==> src/rtl/atomic_rmw_seq.sv <==
module atomic_rmw_seq #(
  parameter int ADDR_W = 32,
  parameter int DATA_W = 32
) (
  input  logic                clk,
  input  logic                rst_n,
  input  logic                req_valid,
  input  logic [1:0]          req_op,
  input  logic [ADDR_W-1:0]   req_addr,
  input  logic [DATA_W-1:0]   req_data,
  output logic                busy,
  output logic                rsp_valid,
  output logic                rsp_err,
  output logic [DATA_W-1:0]   rsp_data,
  output logic                bus_req,
  input  logic                bus_gnt,
  output logic                bus_lock,
  output logic                bus_valid,
  output logic                bus_we,
  output logic [ADDR_W-1:0]   bus_addr,
  output logic [DATA_W/8-1:0] bus_be,
  output logic [DATA_W-1:0]   bus_wdata,
  input  logic [DATA_W-1:0]   bus_rdata,
  input  logic                bus_ready
);

  localparam int LANES = DATA_W / 8;
  localparam int LB    = $clog2(LANES);
  localparam logic [1:0] OP_TAS  = 2'd0;
  localparam logic [1:0] OP_SWAP = 2'd1;
  localparam logic [1:0] OP_FADD = 2'd2;
  localparam logic [1:0] OP_RSV  = 2'd3;

  typedef enum logic [2:0] {S_IDLE, S_REQ, S_READ, S_WRITE, S_DONE} state_t;

  state_t            st;
  logic [1:0]        op_q;
  logic [ADDR_W-1:0] addr_q;
  logic [DATA_W-1:0] opnd_q;
  logic [DATA_W-1:0] old_q;
  logic              err_q;

  wire [LB-1:0] lane    = addr_q[LB-1:0];
  wire          is_byte = (op_q == OP_TAS);
  wire          refuse  = (req_op == OP_RSV) ||
                          ((req_op != OP_TAS) && (req_addr[LB-1:0] != '0));

  always_ff @(posedge clk) begin
    if (!rst_n) begin
      st     <= S_IDLE;
      op_q   <= OP_TAS;
      addr_q <= '0;
      opnd_q <= '0;
      old_q  <= '0;
      err_q  <= 1'b0;
    end else begin
      case (st)
        S_IDLE:
          if (req_valid) begin
            op_q   <= req_op;
            addr_q <= req_addr;
            opnd_q <= req_data;
            err_q  <= refuse;
            st     <= refuse ? S_DONE : S_REQ;
          end
        S_REQ:   if (bus_gnt) st <= S_READ;
        S_READ:
          if (bus_ready) begin
            old_q <= bus_rdata;
            st    <= S_WRITE;
          end
        S_WRITE: if (bus_ready) st <= S_DONE;
        default: st <= S_IDLE;
      endcase
    end
  end

  assign busy      = (st != S_IDLE);
  assign bus_lock  = (st == S_READ) || (st == S_WRITE);
  assign bus_req   = (st == S_REQ) || bus_lock;
  assign bus_valid = bus_lock;
  assign bus_we    = (st == S_WRITE);
  assign bus_addr  = {addr_q[ADDR_W-1:LB], {LB{1'b0}}};
  assign bus_be    = is_byte ? (LANES'(1) << lane) : {LANES{1'b1}};
  assign rsp_valid = (st == S_DONE);
  assign rsp_err   = rsp_valid && err_q;

  always_comb begin
    case (op_q)
      OP_TAS:  bus_wdata = {DATA_W{1'b1}};
      OP_SWAP: bus_wdata = opnd_q;
      OP_FADD: bus_wdata = old_q + opnd_q;
      default: bus_wdata = '0;
    endcase
  end

  always_comb begin
    if (err_q)        rsp_data = '0;
    else if (is_byte) rsp_data = {{(DATA_W-8){1'b0}}, old_q[{lane, 3'b000} +: 8]};
    else              rsp_data = old_q;
  end

  a_r4_read_first: assert property (@(posedge clk) disable iff (!rst_n)
    $rose(bus_lock) |-> !bus_we);
  a_r4_release_after_write: assert property (@(posedge clk) disable iff (!rst_n)
    $fell(bus_lock) |-> $past(bus_we && bus_ready));
  a_r5_grant_before_read: assert property (@(posedge clk) disable iff (!rst_n)
    $rose(bus_lock) |-> $past(bus_gnt));
  a_r5_req_while_locked: assert property (@(posedge clk) disable iff (!rst_n)
    bus_lock |-> bus_req);
  a_r6_err_no_bus: assert property (@(posedge clk) disable iff (!rst_n)
    rsp_err |-> !$past(bus_req));
  a_r7_busy_drops: assert property (@(posedge clk) disable iff (!rst_n)
    rsp_valid |=> !busy);
  a_r8_lane_mask: assert property (@(posedge clk) disable iff (!rst_n)
    bus_valid |-> ($countones(bus_be) == 1 || &bus_be));
  a_r9_stall_holds: assert property (@(posedge clk) disable iff (!rst_n)
    (bus_valid && !bus_ready) |=> (bus_valid && bus_lock && $stable(bus_we) && $stable(bus_addr)));

endmodule

==> config.mk <==
export PLATFORM = sky130hd
export DESIGN_NAME = atomic_rmw_seq
export DESIGN_NICKNAME = d
export VERILOG_FILES = /design/src/rtl/atomic_rmw_seq.sv
export SDC_FILE = /design/constraint.sdc
export NUM_CORES = 1
export LEC_CHECK = 0
export BUFFER_PORTS_ARGS = -buffer_cell sky130_fd_sc_hd__buf_2
export CORE_UTILIZATION = 52
export CTS_CLUSTER_SIZE = 14
export DETAILED_ROUTE_END_ITERATION = 8
export HOLD_SLACK_MARGIN = 0.1
export PLACE_DENSITY = 0.81
export SLEW_MARGIN = 20
export SYNTH_ARGS = -nofsm -noshare
export SYNTH_HDL_FRONTEND = slang
export SYNTH_SLANG_ARGS = --single-unit
==> constraint.sdc <==
create_clock -name clk -period 4.5 [get_ports clk]
set_input_delay 0.9 -clock clk [delete_from_list [all_inputs] [get_ports clk]]
set_output_delay 0.9 -clock clk [all_outputs]
set_load 0.01 [all_outputs]
# Word-level counts from Yosys, hierarchy flattened
# Cells that the tools add are included.
# totals
regBits	102
latchBits	0
ram_bits	0
romBits	0
inputBits	103
out_inout_bits	107
elab_cells	43
mem_count	0
# classes
n_addsub	1
mul	0
n_div	0
n_lt_le_gt_ge	0
eq_ne	11
n_shift	2
muxes	10
bitwise_logic	0
reduce_logical	13
# ops
op	n
$pmux W32 S3	1
$mux W32	2
$add A32 B32 Y32	1
$shiftx A32 B6 Y8	1
$mux W3	5
$pmux W3 S4	1
$eq A3 B2 Y1 const B	2
$ne A2 B2 Y1 const B	3
$eq A2 B2 Y1 const B	2
$mux W4	1
$reduce_and A2 Y1	2
$reduce_and A4 Y1	1
$reduce_bool A2 Y1	2
$shl A1 B2 Y4 const A	1
$eq A3 B1 Y1 const B	1
$eq A3 B3 Y1 const B	1
$logic_not A3 Y1	1
$logic_or A1 B1 Y1	3
$reduce_bool A3 Y1	1
$eq A2 B1 Y1 const B	1
$logic_and A1 B1 Y1	2
$logic_not A2 Y1	1
$ne A2 B1 Y1 const B	1

# Longest topological paths before layout
# depth
word_depth	6
ltp_mapped	12
depth_no_buf	12

# Worst setup path before layout
# Ideal clock, no wire load.
# synth_path
kind	reg-to-output
start	register opnd_q[0]
end	output bus_wdata[30]
t_arrival_ns	2.619
required_time_ns	3.600
setup_slack_ns	0.981
stages_incl_launch_ff	13
path_buffers	0
path_cell_list	dfxtp_1 ha_1 inv_1 fa_1 and2b_1 o211ai_1 a31oi_2 a31oi_1 o21ai_2 o22a_1 nor2_1 or4_1 nand3_1
# synth_between
elab_chain_cells	2
# synth_lines
element	line	text
start: declaration	39	logic [DATA_W-1:0] opnd_q;
start signal: assignment	62	opnd_q <= req_data;
$add A32 B32 Y32	92	OP_FADD: bus_wdata = old_q + opnd_q;
$pmux W32 S3	89	case (op_q)
end: declaration	22	output logic [DATA_W-1:0] bus_wdata,
# No other way between the ends.

# Worst setup path after layout
# Same ends and word-level chain as after synthesis.

==> run_results.csv <==
group,metric,value,unit
detailed_routing,wl_per_cell,15.9,um
global_route,grt_pass1_wl,30000,um
min_path,hold_class,"register to register",
clock_network,insertion_delay,360,ps
sta,min_period_over_period,95.0,%
global_route,antenna_found_initial,0,
floorplanning,core_area,12600,um^2
synthesis,yosys_warnings,0,
detailed_routing,via_per_inst,5.43,
sta,slew_viol_final,0,
power_and_ir_drop,p_per_area,300,nW/um^2
floorplanning,die-area,13300,um^2
synthesis,synth_async_sr_flop_share,0,%
clock_network,cts_max_path_buffers,2,
detailed_routing,num_vias,6605,
detailed_routing,ant_nets,0,
synthesis,avgSynthCellArea,7.46,um^2
synthesis,synth_top_cell_by_area,"dfxtp_1",
sta,rsz0062_at_grt,"no",
synthesis,synth_area_leaders,"dfxtp_1 31%, nand2_1 13%, a21boi_0 11%, ha_1 5.8%, o21ai_0 3.9%",
sta,max-slew-margin-rel,46.7,%
power_and_ir_drop,ir_worst_vdd,0.000341,V
clock_network,clock-sinks,102,
critical_path,required,3600,ps
critical_path,cp.arrival,3380,ps
critical_path,path_class,"register to output port",
synthesis,netlist_top_cells_count,"229 x nand2_1, 102 x a21boi_0, 102 x dfxtp_1",
floorplanning,io_pins,210,
critical_path,cp-end-kind,"output port",
critical_path,slowest_stage,"or4_1",
run,cap_violations,0,
final_layout,fin_nets,1174,
outcome,status,"finished clean",
clock_network,clock-root-buffer,"clkbuf_16",
synthesis,syn-instance-count,896,
global_route,grt_max_degree,77,
clock_network,cts_tree,"done",
detailed_routing,routed_wl,19300,um
detailed_routing,drt-initial-drc-count,293,
final_layout,n_antenna_cell,0,
sta,tns,0,ps
synthesis,synth.most_common_cell,"nand2_1",
critical_path,cpLargestDelayFamily,"compound AO/OA/AOI/OAI gates",
final_layout,syn2layout_area_growth,17.7,%
clock_network,path_clk_slew,70,ps
floorplanning,die_h,115,um
sta,finClkSkew,9.05,ps
final_layout,utilization,62.6,%
synthesis,ys.flop_type,"dfxtp_1",
synthesis,syn-cell-area,6690,um^2
synthesis,ys_seq_area_share,30.5,%
global_route,grtUsageTotal,29.2,%
detailed_routing,drc,0,
clock_network,cts_buffers,9,
final_layout,fin_cells,1216,
floorplanning,initial_core_util,53.2,%
sta,worst_hold_slack,462,ps
placement,dp.cells,1200,
placement,port_buffers,207,
sta,timing.fmax,234,MHz
placement,gp_congestion,0.946,
critical_path,cp_max_fo,4,
clock_network,h-tree-depth,3,
sta,tightestPinTransition,797,ps
sta,final_hold_viol_count,0,
global_route,gr-total-overflow,0,
critical_path,worstPathCellList,"ha_1 -> inv_1 -> fa_1 -> and2b_1 -> o211ai_1 -> a31oi_2 -> a31oi_2 -> o21ai_2 -> o22a_1 -> nor2_1 -> or4_1 -> nand3_1 -> buf_2",
synthesis,ys_ff_latch,102,
floorplanning,die_w,115,um
critical_path,cp_common_cell,"a31oi_2",
final_layout,drive_gt1_share,23.7,%
global_route,grt_pass1_vias,6034,
synthesis,ys_types,61,
critical_path,startpoint_type,"register",
power_and_ir_drop,leakage,0.00358,uW
floorplanning,fp-row-count,41,
sta,fin_crit,4280,ps
critical_path,cp_num_buf_inv,2,
detailed_routing,first_pass_iters,5,
critical_path,slowest_delay,460,ps
synthesis,synth_edf_count,0,
sta,setup-violations-final,0,
placement,dp_hpwl,14400,um
synthesis,synth_top_area_share,30.5,%
flip-flops by register name, summed over array words and instances, names as in the netlist:
register,flops
addr_q,32
old_q,32
opnd_q,32
st,3
op_q,2
err_q,1
cell type report:
| class | instances | area (um^2) |
|---|---|---|
| timing repair buffer | 216 | 1110 |
| sequential | 102 | 2040 |
| inverter | 25 | 93.8 |
| clock inverter | 6 | 51.3 |
| fill | 1168 | 4700 |
| tap | 172 | 215 |
| multi-input combinational | 685 | 4130 |
| clock buffer | 10 | 239 |
through the flow:
step           total power [uW]  area (um^2)  setup slack [ps]
6_report                   2360         7870               225
5_1_grt                    2470         7870             0.201
4_1_cts                    2370         7860              92.7
3_5_place_dp               1600         7570               507
3_3_place_gp               1590         7570               591
2_1_floorplan              1410         6690               981
cell usage in the layout, fill, tap and decap left out, types with 8 or more instances in the layout:
| master | count |
|---|---|
| mux2i_1 | 8 |
| o21ai_0 | 51 |
| buf_2 | 206 |
| inv_1 | 25 |
| a21o_1 | 25 |
| ha_1 | 31 |
| a21oi_1 | 38 |
| o21a_1 | 8 |
| a22oi_1 | 8 |
| and2_1 | 30 |
| clkbuf_16 | 9 |
| dfxtp_1 | 102 |
| buf_4 | 10 |
| xor2_1 | 17 |
| nand2_1 | 229 |
| xnor2_1 | 9 |
| nor2_1 | 30 |
| a21boi_0 | 102 |
repair_timing:
action / CTS / global route
setup buffers: 0 / 0
resized for setup: 0 / 3
setup endpoints to repair: 0 / 4
hold buffers: 0 / 0
kinds of logic after synthesis:
group / synth area share [%]
buffers and inverters: 8.10
multiplexers: 1.37
AO/OA/AOI/OAI: 28.6
AND/OR/NAND/NOR: 21.9
other: 0.0561
flip-flops: 30.5
adder cells (fa/ha/maj): 6.10
XOR/XNOR: 3.41
report_power, final:
| group | switching (uW) | total, uW | internal [uW] |
|---|---|---|---|
| Combinational | 340 | 565 | 225 |
| Clock | 378 | 778 | 400 |
| Sequential | 55.9 | 1020 | 964 |
| Total | 774 | 2360 | 1590 |
worst paths after layout:
| kind | from | endpoint | slack (ps) | cells after the start |
|---|---|---|---|---|
| worst max-delay path | opnd_q[0] | bus_wdata[30] | 220 | 13 |
| worst min-delay path | addr_q[13] | addr_q[13] | 460 | 2 |
| worst max register to register | st[1] | old_q[18] | 2240 | 5 |
| worst min register to register | addr_q[13] | addr_q[13] | 460 | 2 |
worst register-to-register path, delay by kind of cell (launching register included):
family | cells | cell delay, ps
AND/OR/NAND/NOR | 3 | 1200
flip-flops | 1 | 430
buffers and inverters | 1 | 380
AO/OA/AOI/OAI | 1 | 180
routing by layer:
metal  GRT usage (%)  up-vias  part of all wire, %
met5               0        -                    0
met1            35.6     3024                   43
met3            7.59       31                  7.6
met2            50.2      251                   47
met4            9.00        0                  2.1
li1                -     3299                    -
Note: power is estimated with default switching activity, not from simulation.
